--- config.mk ---
export PLATFORM = sky130hd
export DESIGN_NAME = rc_trim_cal
export DESIGN_NICKNAME = d
export VERILOG_FILES = /design/src/rtl/rc_trim_cal.sv
export SDC_FILE = /design/constraint.sdc
export NUM_CORES = 1
export LEC_CHECK = 0
export ABC_AREA = 1
export BUFFER_PORTS_ARGS = -buffer_cell sky130_fd_sc_hd__buf_2
export CORE_ASPECT_RATIO = 2
export CORE_MARGIN = 4
export CORE_UTILIZATION = 59
export DETAILED_ROUTE_END_ITERATION = 10
export GPL_TIMING_DRIVEN = 0
export PLACE_DENSITY = 0.87
export SLEW_MARGIN = 20
export SYNTH_ARGS = -nofsm -noshare
export SYNTH_HDL_FRONTEND = slang
export SYNTH_SLANG_ARGS = --single-unit
export TNS_END_PERCENT = 20
--- constraint.sdc ---
create_clock -name clk -period 8.05 [get_ports clk]
set_input_delay 2.0125 -clock clk [delete_from_list [all_inputs] [get_ports clk]]
set_output_delay 2.0125 -clock clk [all_outputs]
set_load 0.01 [all_outputs]
--- src/rtl/rc_trim_cal.sv ---
module rc_trim_cal #(
  parameter int CNT_W    = 16,
  parameter int LOAD_VAL = 2048,
  parameter int TOL      = 12,
  parameter int STEPS    = 8,
  parameter int TRIM_MIN = -56,
  parameter int TRIM_MAX = 49,
  parameter int DIGITS   = 7,
  parameter int DIG_W    = 4
) (
  input  logic                      clk,
  input  logic                      rst_n,
  input  logic                      start_i,
  output logic                      busy_o,
  output logic                      done_o,
  output logic [DIGITS*DIG_W-1:0]   trim_code_o,
  output logic                      trim_en_o,
  output logic                      trim_hold_o,
  output logic                      cnt_rst_n_o,
  output logic                      cnt_load_we_o,
  output logic [CNT_W-1:0]          cnt_load_o,
  output logic                      cnt_start_o,
  input  logic                      meas_done_i,
  input  logic [CNT_W-1:0]          meas_count_i
);
  localparam int SPAN    = TRIM_MAX - TRIM_MIN + 1;
  localparam int UW      = $clog2(SPAN);
  localparam int U0      = TRIM_MAX - SPAN / 2 - TRIM_MIN;
  localparam int DIG_OFS = (-TRIM_MIN) / DIGITS;
  localparam int SW      = $clog2(SPAN / 2 + 1) + 1;
  localparam int IW      = $clog2(STEPS + 1);
  localparam logic [CNT_W-1:0]        LOADV = CNT_W'(LOAD_VAL);
  localparam logic signed [CNT_W:0]   TOLP  = (CNT_W+1)'(TOL);

  typedef enum logic [2:0] {S_IDLE, S_RST, S_LOAD, S_GO, S_WLO, S_WHI} st_t;

  st_t               st_q;
  logic [UW-1:0]     u_q;
  logic [SW-1:0]     sz_q;
  logic [IW-1:0]     it_q;
  logic [UW-1:0]     step, q, m;
  logic signed [CNT_W:0] diff;

  assign busy_o        = (st_q != S_IDLE);
  assign cnt_rst_n_o   = (st_q != S_RST);
  assign cnt_load_we_o = (st_q == S_LOAD);
  assign cnt_start_o   = (st_q == S_GO);
  assign cnt_load_o    = LOADV;

  assign diff = $signed({1'b0, LOADV}) - $signed({1'b0, meas_count_i});
  assign step = UW'(sz_q >> 1);

  // u_q is the trim value offset so that the lowest value maps to zero
  assign q = u_q / UW'(DIGITS);
  assign m = u_q % UW'(DIGITS);

  for (genvar i = 0; i < DIGITS; i++) begin : g_dig
    assign trim_code_o[i*DIG_W +: DIG_W] =
      DIG_W'(q + UW'(DIG_OFS) + UW'(UW'(i) < m));
  end

  always_ff @(posedge clk or negedge rst_n) begin
    if (!rst_n) begin
      st_q        <= S_IDLE;
      u_q         <= UW'(U0);
      sz_q        <= SW'(SPAN / 2);
      it_q        <= '0;
      trim_en_o   <= 1'b0;
      trim_hold_o <= 1'b0;
      done_o      <= 1'b0;
    end else begin
      done_o <= 1'b0;
      case (st_q)
        S_IDLE: if (start_i) begin
          u_q         <= UW'(U0);
          sz_q        <= SW'(SPAN / 2);
          it_q        <= '0;
          trim_en_o   <= 1'b0;
          trim_hold_o <= 1'b0;
          st_q        <= S_RST;
        end
        S_RST:  st_q <= S_LOAD;
        S_LOAD: st_q <= S_GO;
        S_GO:   st_q <= S_WLO;
        S_WLO:  if (!meas_done_i) st_q <= S_WHI;
        S_WHI:  if (meas_done_i) begin
          if (diff > TOLP)       u_q <= u_q - step;
          else if (diff < -TOLP) u_q <= u_q + step;
          sz_q <= SW'((sz_q + SW'(1)) >> 1);
          it_q <= it_q + IW'(1);
          if (it_q == IW'(STEPS - 1)) begin
            trim_en_o   <= 1'b1;
            trim_hold_o <= 1'b1;
            done_o      <= 1'b1;
            st_q        <= S_IDLE;
          end else begin
            st_q <= S_RST;
          end
        end
        default: st_q <= S_IDLE;
      endcase
    end
  end


  load_after_rst_chk: assert property (@(posedge clk) disable iff (!rst_n)
    cnt_load_we_o |-> $past(!cnt_rst_n_o));

  start_after_load_chk: assert property (@(posedge clk) disable iff (!rst_n)
    cnt_start_o |-> $past(cnt_load_we_o));

  one_strobe_chk: assert property (@(posedge clk) disable iff (!rst_n)
    $onehot0({!cnt_rst_n_o, cnt_load_we_o, cnt_start_o}));

  en_low_busy_chk: assert property (@(posedge clk) disable iff (!rst_n)
    busy_o |-> !trim_en_o);

  done_final_chk: assert property (@(posedge clk) disable iff (!rst_n)
    done_o |-> (trim_en_o && trim_hold_o && !busy_o));

  start_ignored_chk: assert property (@(posedge clk) disable iff (!rst_n)
    (busy_o && start_i && st_q != S_WHI) |=> busy_o);

  code_stable_chk: assert property (@(posedge clk) disable iff (!rst_n)
    (st_q == S_WLO || st_q == S_WHI) |-> $stable(trim_code_o));

  range_chk: assert property (@(posedge clk) disable iff (!rst_n)
    u_q <= UW'(SPAN - 1));

  iter_chk: assert property (@(posedge clk) disable iff (!rst_n)
    it_q <= IW'(STEPS));
endmodule

=== Word level (Yosys, flattened, before mapping) ===
Cells that the tools add are included.

* Word-level logic and storage cells: 72
* Input port bits: 20
* Register bits after elaboration: 23
* Output and inout bits: 51

* Muxes and demuxes: 23
* Equal/unequal tests: 12
* $lt $le $gt $ge: 9
* Add/sub/neg operators: 13
* Divide/modulo/power cells: 2
* Reductions and logical operators: 7

{| class="wikitable"
|+ Operator list
! kind !! count
|-
| 7-bit 2-to-1 mux || 6
|-
| 4-bit by 1-bit adder with 4-bit output || 7
|-
| 7-bit one-hot mux with 2 select lines || 2
|-
| 3-bit by 7-bit < comparator with 1-bit output, first input constant || 3
|-
| 3-bit one-hot mux with 6 select lines || 1
|-
| 17-bit by 5-bit > comparator with 1-bit output, second input constant || 1
|-
| 17-bit by 5-bit < comparator with 1-bit output, second input constant || 1
|-
| 12-bit by 16-bit subtractor with 17-bit output, first input constant || 1
|-
| 1-bit by 7-bit < comparator with 1-bit output, first input constant || 2
|-
| 2-bit by 7-bit < comparator with 1-bit output, first input constant || 2
|-
| 3-bit 2-to-1 mux || 3
|-
| 4-bit 2-to-1 mux || 2
|-
| 2-bit != test, second input constant || 4
|-
| 4-bit one-hot mux with 2 select lines || 1
|-
| 4-bit AND reduction || 2
|-
| 7-bit by 1-bit adder with 7-bit output, second input constant || 1
|-
| 7-bit by 6-bit adder with 7-bit output || 1
|-
| 7-bit by 3-bit divider with 7-bit output, second input constant || 1
|-
| 7-bit by 3-bit modulo with 7-bit output, second input constant || 1
|-
| 1-bit 2-to-1 mux || 7
|-
| 7-bit by 6-bit subtractor with 7-bit output || 1
|-
| 3-bit by 2-bit == test with 1-bit output, second input constant || 2
|-
| 3-bit == test, second input constant || 2
|-
| 3-bit AND reduction || 2
|-
| 10 further kinds || 10
|}

=== Longest topological paths before layout ===
Gate-level depths: netlist of the first run.

* Word-level depth: 6
* Gate-level depth with buffers: 28

=== Worst setup path before layout of the first run ===
Ideal clock, no wire load.

* Path type: register to output
* Start point: register u_q[4]
* End point: output trim_code_o[2]
* Slack: 2,947 ps
* Cell stages (with the launch flop): 23
* Required time: 6,037 ps
* Data arrival time: 3,091 ps
* Path buffers: 1
* Path through: dfstp_2 > nand2_2 > nand2_2 > nand2_4 > buf_12 > nor2_8 > inv_4 > nand3_4 > nand2_4 > nand2_2 > inv_1 > ha_1 > inv_1 > nand2_2 > nand3_4 > nand3_4 > nand2_2 > nand2_2 > nor2_1 > nand3_1 > ha_1 > ha_1 > xor2_1

* Longest elaborated chain between the ends: 3
* Elaborated cells on any way between the ends: 5

{| class="wikitable"
|+ Ends and longest elaborated chain
! item !! line !! source
|-
| start, declared || 38 || <nowiki>logic [UW-1:0] u_q;</nowiki>
|-
| start signal, assigned || 65 || <nowiki>u_q <= UW'(U0);</nowiki>
|-
| start signal, assigned || 75 || <nowiki>u_q <= UW'(U0);</nowiki>
|-
| start signal, assigned || 87 || <nowiki>if (diff > TOLP) u_q <= u_q - step;</nowiki>
|-
| 7-bit by 3-bit modulo with 7-bit output / 7-bit by 3-bit divider with 7-bit output (equally long branches) || 55, 54 ||
|-
| 1-bit by 7-bit < comparator with 1-bit output / 4-bit adder (equally long branches) || 59 || <nowiki>DIG_W'(q + UW'(DIG_OFS) + UW'(UW'(i) < m));</nowiki>
|-
| 4-bit by 1-bit adder with 4-bit output (*) || 59 ||
|-
| end, declared || 16 || <nowiki>output logic [DIGITS*DIG_W-1:0] trim_code_o,</nowiki>
|}

Mark *: on every way between the ends. The rest lies on a longest branch, timed or not.

=== Worst setup path after layout of the first run ===
* Start point: register u_q[4]
* End point: output trim_code_o[18]

* Longest elaborated chain between the ends: 3
* Elaborated cells on any way between the ends: 5

{| class="wikitable"
|+ Ends and longest elaborated chain
! item !! line
|-
| 7-bit by 3-bit modulo with 7-bit output / 7-bit by 3-bit divider with 7-bit output (equally long branches) || 55, 54
|-
| 3-bit by 7-bit < comparator with 1-bit output / 4-bit adder (equally long branches) || 59
|-
| 4-bit by 1-bit adder with 4-bit output (*) || 59
|}

Marks and branches as above.

==> results of run 1 <==
## placed cells by master (no fill, tap or decap), types with 6 or more instances in the layout
cell      n
nand2_1  84
buf_2    54
inv_1    52
nor2_1   39
nand3_1  34
ha_1     26
xor2_1   24
buf_4    17
nand2_2  16
conb_1   16
dfrtp_1  15
o21ai_0  10
nand4_1   9
nor3_1    9
dfstp_2   7
nand2_4   6
nand3_4   6
a21oi_1   6
## final cells by class
| type | instances | area, sq um | share of cell area |
|---|---|---|---|
| Inverter | 59 | 224.0 | 0.06734 |
| Clock inverter | 1 | 30.03 | 0.009029 |
| Timing Repair Buffer | 54 | 270.3 | 0.08126 |
| Buffer | 18 | 147.6 | 0.04439 |
| Sequential cell | 22 | 559.3 | 0.1682 |
| Multi-Input combinational cell | 318 | 1984 | 0.5967 |
| Tap cell | 55 | 68.82 | 0.02069 |
| Clock buffer | 3 | 41.29 | 0.01242 |
## stage by stage
stage / utilization / hold WS (ps) / cells
finish: 0.7164 / 527.1 / 530
global route: 0.7164 / 552.1 / 530
CTS: 0.7164 / 527.3 / 530
detailed placement: 0.7011 / 515.3 / 526
global placement: 0.7011 / 491.0 / 526
floorplan: - / 478.7 / 417
## logic make-up after synthesis
group                      after synthesis  share of synthesized area
adders and majority gates               27                     0.1206
muxes                                    1                   0.003497
other                                    2                   0.002623
and+or+nand+nor                        217                     0.3920
xor gates and xnor gates                24                    0.07343
AOI/OAI and AO/OA                       33                    0.08261
buffers and inverters                   77                     0.1298
DFF                                     22                     0.1954
## routing by layer
layer / up-vias / routed length, um
met4: 0 / 310
met3: 30 / 272
li1: 1423 / -
met2: 86 / 3933
met1: 1274 / 2061
met5: - / 0
## worst min path at each step
stage                  from  endpoint  slack (ps)  depth (start not counted)
global placement    it_q[0]   it_q[0]         490                          1
CTS                 it_q[0]   it_q[0]         530                          1
global route        it_q[0]   it_q[0]         550                          1
floorplan           it_q[0]   it_q[0]         480                          1
detailed placement  it_q[0]   it_q[0]         520                          1
finish              it_q[0]   it_q[0]         530                          1
## worst max-delay path, cell delays in order, from the launching register on
cell and delay [ps]:
dfstp_2 620, nand2_2 90, nand2_2 90, nand2_4 70, buf_12 150, nor2_8 110
inv_4 40, nand3_4 180, nand2_4 90, nand2_2 90, inv_1 50, ha_1 260
inv_1 130, nand2_2 90, nand3_4 110, nand3_4 180, a21oi_4 270, nand3_1 110
ha_1 210, ha_1 200, xor2_1 160, buf_2 150
## state kept, by name, indices dropped and copies added, names as in the netlist
signal       count
sz_q             6
trim_hold_o      1
done_o           1
st_q             3
u_q              7
it_q             4
==> results.md, run 1 <==
* Initial Util at 0.6167
* First-pass GRT wire length at ~12000 um
* Endpoints failing hold at 0
* Hold-fix buffers at CTS at 0
* FF-to-FF End: u_q[6]
* Critical Path RT at around 6000 ps
* R2r worst-path depth at 17
* GRT Max-Usage Layer: met2
* Crit Path Class: register to output port
* Dominant synthesized flop cell: dfrtp_1
* Post-synth ARST share at 1.000
* Max Slew Vio Count at 0
* Final instance area at 3326 sq um
* Reg2reg start: sz_q[2]
* DIE WIDTH at approximately 57 um
* Placer Congestion at 0.8720
* Fill cells at 397
* Skew-Pair Late Insertion Delay at roughly 270 ps
* Routed wire length at roughly 6600 um
* Maxcap violations at 0
* Proportion of netlist area held by the largest area contributor at 0.1311
* Met2 track demand over resource at 0.4755
* CTS Root Cell: clkbuf_8
* FP Rows at 35
* Post-route clock period utilization at 0.7115
* Post-synth top cells: 84 x nand2_1, 52 x inv_1, 39 x nor2_1, 34 x nand3_1, 26 x ha_1
* Final HPWL DP at about 5500 um
* Mapped Cells at 403
* Largest net degree at the start of global routing at 23
* H-tree depth at 1
* Initial antenna violation count at 0
* Unrepaired setup endpoints after global routing: no
* Via count at 2813
* Tmin final at 5728 ps
* CTS buffer count at 3
* Outcome: complete, no violations
* Max Root-Sink Buffers at 2
* Ys Warns at 0
* Area contributors post-synth: dfrtp_1 13%, ha_1 11%, nand2_1 11%
* I/O Buffers at 54
* Seq/Total Area, Yosys at 0.1954
* Vias in the first global route at ~2.9k
* HP Class: register to register
* Synthesis-stage register bit count at 22
* Clock Sinks at 22
* Setup WS pre-CTS at about 2400 ps
* Fmax at around 0.17 GHz
* Setup TNS at 0 ps
* Post-CTS Setup Repair Bufs at 0
* Number of synthesized flops with an enable pin at 0
* Resize count post-CTS at 0
* Final WS setup at roughly 2300 ps
* FF-to-FF setup slack at between 5000 and 6000 ps
* P&R area growth vs syn at 16.17%
* Share of layout cells above drive strength 1 at 0.2716
* Residual DRC at 0
* ANT nets after route at 0
* Die H at roughly 110 um
* Crit path DAT at 3720 ps
* DRT Pass-1 Iters at 4
* Avg Cell Area, Syn at ~7.1 sq um
* Most common cell in the netlist: nand2_1
* CP Max Fanout at 11
* Met3 usage at 0.02673
* CTS clk-pin slew, worst paths at 80 ps
* DRC marker count from the first detailed-route iteration at 92
* WL/cell at 12.41 um
* Post-Syn Area at 2863 sq um
* Placement Cell Area at between 3000 and 4000 sq um
* Antenna cells at 0
* Io pins at 71
* TritonCTS clock tree: done
* Core Area at around 4600 sq um
* Gr ovfl total at 0
* Measured slew at the worst slew-check pin at 555.0 ps
* CP endpoint: trim_code_o[18]
* Vias/cell at approximately 5.3
* CP startpoint: u_q[4]
* Final Skew at 1.194 ps
* Fin nets at roughly 520
* GR Util All Layers at 0.2324
* Post-synth top area cell: dfrtp_1
* Crit start category: register
* Worst setup EP type: output port
* GRT met1 Usage at 0.2021
* Yosys cell types at 45
* Die area at between 6000 and 7000 sq um
* Final setup violation count at 0
* Worst relative slew slack at 0.6292
Power of run 1 is left out: the tool's default activity adds up to more than one toggle a clock period on the data nets, which glitch-free logic cannot reach.
==> inputs of run 2 (changes only) <==
--- a/config.mk
+++ b/config.mk
@@ -5,14 +5,14 @@
 export SDC_FILE = /design/constraint.sdc
 export NUM_CORES = 1
 export LEC_CHECK = 0
-export ABC_AREA = 1
+export ABC_AREA = 0
 export BUFFER_PORTS_ARGS = -buffer_cell sky130_fd_sc_hd__buf_2
 export CORE_ASPECT_RATIO = 2
 export CORE_MARGIN = 4
-export CORE_UTILIZATION = 59
+export CORE_UTILIZATION = 49
 export DETAILED_ROUTE_END_ITERATION = 10
 export GPL_TIMING_DRIVEN = 0
-export PLACE_DENSITY = 0.87
+export PLACE_DENSITY = 0.78
 export SLEW_MARGIN = 20
 export SYNTH_ARGS = -nofsm -noshare
 export SYNTH_HDL_FRONTEND = slang
==> constraint.sdc (replaced) <==
create_clock -name clk -period 4.82 [get_ports clk]
set_input_delay 1.205 -clock clk [delete_from_list [all_inputs] [get_ports clk]]
set_output_delay 1.205 -clock clk [all_outputs]
set_load 0.01 [all_outputs]
==> run 2 against run 1 <==
  * The flow now finishes with violations (setup timing)
  * Highest routed layer unchanged
  * Worst hold slack got worse by 43 ps
  * Design area increased by 3.3%
  * Critical path type unchanged
  * Sequential share of layout area shrank 0.54 points
==> results.md, run 2 <==
* Critical Path RT at 3620 ps (-2420 ps)
* Final setup violation count at 18 (+18)
* Yosys cell types at 62 (+38%)
* Largest net degree at the start of global routing at 23 (unchanged)
* Vias in the first global route at 2699 (-5.4%)
* Area contributors post-synth: dfrtp_1 14%, ha_1 12%, dfstp_2 6.9%
* Dominant synthesized flop cell: dfrtp_1
* Tmin final at 4982 ps
* Reg2reg start: sz_q[2]
* Crit Path Class: register to output port
* Io pins at 71 (unchanged)
* I/O Buffers at 54 (unchanged)
* Avg Cell Area, Syn at 8.100 sq um (+14%)
* H-tree depth at 1 (unchanged)
* Commonest non-fill, non-tap cell in the layout: buf_2
* Fmax at roughly 0.2 GHz
* Cell count after placement at 455 (-13%)
* DRC marker count from the first detailed-route iteration at 104 (+13%)
* Post-synth top area cell: dfrtp_1
* Failing checks: setup timing
* FF-to-FF setup slack at 1810 ps (-3240 ps)
* Hold Path Cell Cnt at 2 (+1)
* Largest register by flop count: u_q
* HP Class: register to register
* ANT nets after route at 0 (unchanged)
* Via count at 2612 (-7.1%)
* P&R area growth vs syn at 28.97%
* Endpoints failing hold at 0 (unchanged)
* Routed wire length at 7015 um (+6.7%)
* CP Max Fanout at 5 (-6)
* Worst setup EP type: output port
* Final WS setup at -161.7 ps (-2484 ps)
* Initial Util at 0.5094 (-0.1073)
* WL/cell at 14.89 um (+20%)
* Non-Filler Instances at 471 (-11%)
* XOR/XNOR share of the synthesized area at 0.1178 (+0.04441)
* CTS buffer count at 3 (unchanged)
* Core Area at 5231 sq um (+13%)
* Die area at 6755 sq um (+11%)
* Proportion of netlist area held by the largest area contributor at 0.1408 (+0.009726)
* CTS clk-pin slew, worst paths at 80 ps (about the same)
* Antenna cells at 0 (unchanged)
* Post-synth ARST share at 1.000 (unchanged)
* Mapped Cells at 329 (-18%)
* Die H at 112.3 um (+5.4%)
* Unrepaired setup endpoints after global routing: yes
* Vias/cell at 5.546 (+4.5%)
* Placer Congestion at 0.8791 (+0.81%)
* Slowest CP cell: dfstp_2
* Max Slew Vio Count at 0 (unchanged)
* Clock Sinks at 22 (unchanged)
* Final Skew at 3.579 ps (+2.385 ps)
* FF-to-FF End: u_q[6]
* R2r worst-path depth at 13 (-4)
* Post-synthesis mux area share at 0.02160 (+0.01810)
* Max reg flops at 7 (unchanged)
* CP max stage delay at 550 ps (-70 ps)
* Largest regs: u_q x7, sz_q x6, it_q x4
* Number of synthesized flops with an enable pin at 0 (unchanged)
* Post-synth top cells: 37 x nand2_1, 26 x ha_1, 25 x nor2_1, 21 x xnor2_1, 19 x buf_4
* TritonCTS clock tree: done
* Max Root-Sink Buffers at 2 (unchanged)
* Largest family of logic cells by synthesized area: compound AO/OA/AOI/OAI gates
* FP Rows at 37 (+5.7%)
* Maxcap violations at 0 (unchanged)
* Measured slew at the worst slew-check pin at 865.1 ps (+310.1 ps)
* Area fraction in compound gates after synthesis at 0.2164 (+0.1338)
* Skew-Pair Late Insertion Delay at 270 ps (about the same)
* Outcome: complete, but fails checks
* Share of layout cells above drive strength 1 at 0.3487 (+0.07709)
* Final HPWL DP at 5433 um (-1.9%)
* CTS Root Cell: clkbuf_8
* Post-Syn Area at 2665 sq um (-6.9%)
* DIE WIDTH at 60.15 um (+5.1%)
* Worst relative slew slack at 0.4233 (-0.2059)
* Worst hold start: sz_q[0]
* Gr ovfl total at 0 (unchanged)
* Hold-fix buffers at CTS at 0 (unchanged)
* Synth Area in Simple Gates at 0.1962 (-0.1958)
* Post-route clock period utilization at 1.034
* CP cell instances: buf_6, or2_4, nor2_1, o21ai_1, nand2_1, a22o_1, ha_4, nor2_4, o41ai_4, o31ai_4, buf_6, a21o_1, mux2i_1, a211o_1, o21ai_1, ha_2, ha_4, xor2_1, buf_2
* DRT Pass-1 Iters at 4 (unchanged)
* Post-synthesis adder-cell area fraction at 0.1333 (+0.01270)
* Fill cells at 463 (+17%)
* Most common cell in the netlist: nand2_1
* Most frequent cells in the layout: 50 x buf_2, 35 x nand2_1, 33 x buf_4, 24 x nor2_1, 20 x xnor2_1
* Crit start category: register
* First-pass GRT wire length at 11570 um (unchanged)
* GR Util All Layers at 0.2144 (-0.01800)
* Ys Warns at 0 (unchanged)
* Initial antenna violation count at 0 (unchanged)
* Min-Delay Endpoint: sz_q[0]
* Residual DRC at 0 (unchanged)
* Synthesis-stage register bit count at 22 (unchanged)
* Fin nets at 461 (-12%)
* Crit path DAT at 3780 ps (+60 ps)
* Seq/Total Area, Yosys at 0.2099 (+0.01449)
run 2: cell types whose count changed in the layout (fill, tap and decap cells not counted), moves of 11 or more:
cell / before / now
o21ai_1: 0 / 12
nand2_1: 84 / 35
nor2_1: 39 / 24
nand2_2: 16 / 3
xor2_1: 24 / 13
xnor2_1: 0 / 20
inv_1: 52 / 14
buf_4: 17 / 33
nand3_1: 34 / 4
run 2: per-stage QoR:
stage	area (sq um)	util	hold WS, ps	TNS, ps	worst slack [ps]
floorplan	2718	-	456.8	0	255.9
global placement	3060	0.5850	465.8	-10800	-484.9
detailed placement	3060	0.5850	474.5	-12090	-559.7
CTS	3362	0.6427	487.4	-2308	-219.4
global route	3437	0.6570	513.6	-4230	-332.6
finish	3437	0.6570	484.1	-1352	-161.7
run 2: per-layer routing:
layer	GRT usage	wire (um)
met1	0.1999	2185
met3	0.01266	262
met5	0	0
met2	0.4111	4147
met4	0.1391	420
run 2: what timing repair did:
item,CTS,global route
cloned,1,0
resized for setup,36,16
buffers inserted,11,2
pin swaps,8,7
endpoints found under the setup margin,28,28
run 2: layout make-up:
cell class	count	area, sq um	area share
repair buffers	68	404.1	0.1176
plain buffers	31	234.0	0.06807
clock buffers	3	41.29	0.01201
multi-input cells	272	2036	0.5923
flip-flops and latches	22	559.3	0.1627
inverters	16	60.06	0.01747
clock inverters	1	30.03	0.008737
well taps	58	72.57	0.02111
run 2: how the worst max path moves through the flow:
stage	startpoint	to	slack, ps
finish	u_q[2]	trim_code_o[6]	-160
global route	u_q[2]	trim_code_o[18]	-330
CTS	u_q[2]	trim_code_o[6]	-220
detailed placement	u_q[4]	trim_code_o[14]	-560
global placement	u_q[4]	trim_code_o[14]	-480
floorplan	u_q[5]	trim_code_o[10]	260
run 2: cell families (layout without fill, tap and decap cells):
logic type                 count (synthesis)  in the layout
and+or+nand+nor                          104            104
buffers and inverters                     49            119
xor gates and xnor gates                  35             35
AOI/OAI and AO/OA                         84             84
muxes                                      5              5
other                                      2             16
DFF                                       22             22
adders and majority gates                 28             28
run 2: worst max-delay path, delay by kind of cell, from the launching register on:
family | cells | cell delay [ps]
mux | 1 | 130
xor+xnor | 1 | 140
flops | 1 | 550
compound gates | 7 | 1330
simple gates | 4 | 240
buf+inv | 3 | 420
fa+ha+maj | 3 | 690
Power of run 2 is left out for the same reason.
==> inputs of run 3 (changes only) <==
--- a/config.mk
+++ b/config.mk
@@ -13,6 +13,7 @@
 export DETAILED_ROUTE_END_ITERATION = 10
 export GPL_TIMING_DRIVEN = 0
 export PLACE_DENSITY = 0.78
+export SKIP_CTS_REPAIR_TIMING = 1
 export SLEW_MARGIN = 20
 export SYNTH_ARGS = -nofsm -noshare
 export SYNTH_HDL_FRONTEND = slang
==> run 3 against run 2 <==
  * The run still ends with setup timing left
  * Core utilization fell by 2.1 points
  * Cell count fell by 0.85%
  * Clock-buffer cell count did not move
  * Sequential share of layout area rose by 0.54 points
  * Clock skew fell by 0.54 ps
  * Design area fell by 3.2%
  * Register-to-register slack barely moved
  * Worst hold slack barely moved
  * Critical endpoint unchanged
  * Fmax fell by 3.3%
  * Wire length fell by 2.5%
  * First-iteration DRC count rose by 3.8%
  * Flip-flop and latch count did not move
==> results.md, run 3 (same netlist as run 2, synthesis figures left out) <==
* Most frequent cells in the layout: 55 x buf_2, 37 x nand2_1, 28 x buf_4, 24 x nor2_1, 21 x xnor2_1
* Via count at 2578 (-1.3%)
* Initial antenna violation count at 0 (unchanged)
* HP Class: register to register
* WL/cell at 14.64 um (-1.7%)
* Crit path DAT at 3950 ps (+170 ps)
* GR Util All Layers at 0.1951 (-0.01931)
* Final Skew at 3.040 ps (-0.5394 ps)
* Setup WS pre-CTS at -559.7 ps (unchanged)
* Maxcap violations at 0 (unchanged)
* Clock Sinks at 22 (unchanged)
* CTS buffer count at 3 (unchanged)
* Endpoints failing hold at 0 (unchanged)
* Largest register by flop count: u_q
* Vias/cell at 5.520 (-0.46%)
* CTS Root Cell: clkbuf_8
* Critical Path RT at 3620 ps (about the same)
* I/O Buffers at 54 (unchanged)
* Largest net degree at the start of global routing at 23 (unchanged)
* Routed wire length at 6839 um (-2.5%)
* Initial Util at 0.5094 (unchanged)
* Worst setup EP type: output port
* TritonCTS clock tree: done
* Tmin final at 5152 ps (+170.1 ps)
* R2r worst-path depth at 13 (unchanged)
* Final HPWL DP at 5433 um (unchanged)
* Top Family by Delay on Critical Path: compound AO/OA/AOI/OAI gates
* Share of layout cells above drive strength 1 at 0.3252 (-0.02348)
* Reg2reg start: sz_q[2]
* Worst hold start: sz_q[0]
* Slowest CP cell: dfstp_2
* Max Slew Vio Count at 0 (unchanged)
* P&R area growth vs syn at 24.79%
* H-tree depth at 1 (unchanged)
* Antenna cells at 0 (unchanged)
* Failing checks: setup timing
* Unrepaired setup endpoints after global routing: yes
* Core Area at 5231 sq um (unchanged)
* FP Rows at 37 (unchanged)
* Commonest non-fill, non-tap cell in the layout: buf_2
* DRT Pass-1 Iters at 4 (unchanged)
* Largest regs: u_q x7, sz_q x6, it_q x4
* Vias in the first global route at 2503 (-7.3%)
* Max Root-Sink Buffers at 2 (unchanged)
* Max reg flops at 7 (unchanged)
* DIE WIDTH at 60.15 um (unchanged)
* Die area at 6755 sq um (unchanged)
* Io pins at 71 (unchanged)
* First-pass GRT wire length at 10630 um (-8.2%)
* Fin nets at 457 (-0.87%)
* CP cell instances: buf_6, or2_4, nor2_1, o21ai_1, nand2_1, a22o_1, ha_4, nor2_2, o41ai_4, o31ai_2, buf_4, a21o_1, mux2i_1, a211o_1, o21ai_1, ha_2, ha_4, xor2_1, buf_2
* Crit start category: register
* CTS clk-pin slew, worst paths at 80 ps (about the same)
* Fmax at 0.1941 GHz (-3.3%)
* CP max stage delay at 580 ps (+30 ps)
* Worst path bufs/invs at 3 (unchanged)
* Final WS setup at -331.8 ps (-170.1 ps)
* DRC marker count from the first detailed-route iteration at 108 (+3.8%)
* FF-to-FF setup slack at 1820 ps (about the same)
* ANT nets after route at 0 (unchanged)
* Crit Path Class: register to output port
* Skew-Pair Late Insertion Delay at 270 ps (about the same)
* Min-Delay Endpoint: sz_q[0]
* Final setup violation count at 23 (+5)
* Post-route clock period utilization at 1.069 (+0.03530)
* Hold Path Cell Cnt at 2 (unchanged)
* FF-to-FF End: u_q[6]
* Measured slew at the worst slew-check pin at 878.7 ps (+13.63 ps)
* Worst relative slew slack at 0.4142 (-0.009084)
* Die H at 112.3 um (unchanged)
* Outcome: complete, but fails checks
* Placer Congestion at 0.8791 (unchanged)
* Gr ovfl total at 0 (unchanged)
* Residual DRC at 0 (unchanged)
* CP Max Fanout at 5 (unchanged)
[run 3: changes by cell type in the layout (fill, tap and decap cells not counted), sizes merged]
cell,previous run,this run
buf,91,87
[run 3: worst register-to-register path, delay by kind of cell, from the launching register on]
family,cells,cell delay (ps)
adders and majority gates,2,490
and+or+nand+nor,3,410
AOI/OAI and AO/OA,5,1020
xor gates and xnor gates,2,280
DFF,1,590
buffers and inverters,1,90
[run 3: worst max-delay path by stage]
stage,endpoint,cells after the start,start,slack (ps)
finish,trim_code_o[6],19,u_q[2],-330
floorplan,trim_code_o[10],15,u_q[5],260
CTS,trim_code_o[14],14,u_q[4],-870
detailed placement,trim_code_o[14],14,u_q[4],-560
global route,trim_code_o[22],18,u_q[2],-530
global placement,trim_code_o[14],14,u_q[4],-480
[run 3: area by class of cell]
type	count	area, sq um
Fill cell	481	1906
Buffer	32	229.0
Multi-Input combinational cell	272	1979
Inverter	16	60.06
Clock buffer	3	41.29
Sequential cell	22	559.3
Tap cell	58	72.57
Clock inverter	1	30.03
Timing Repair Buffer	63	354.1
[run 3: per-stage QoR]
step                      cell area, sq um  cells  hold slack [ps]    util  TNS (ps)
final                                 3326    467            483.7  0.6357     -4534
after global routing                  3326    467            513.6  0.6357    -10110
after CTS                             3132    459            487.4  0.5987    -21060
after detailed placement              3060    455            474.5  0.5850    -12090
after global placement                3060    455            465.8  0.5850    -10800
after floorplan                       2718    343            456.8       -         0
[run 3: metal layers]
layer,up-vias,part of all wire,global-route usage
met1,1184,0.31,0.1849
li1,1275,-,-
met5,-,0,0
met2,96,0.60,0.3757
met4,0,0.047,0.1183
met3,23,0.047,0.01036
Power of run 3 is left out for the same reason.
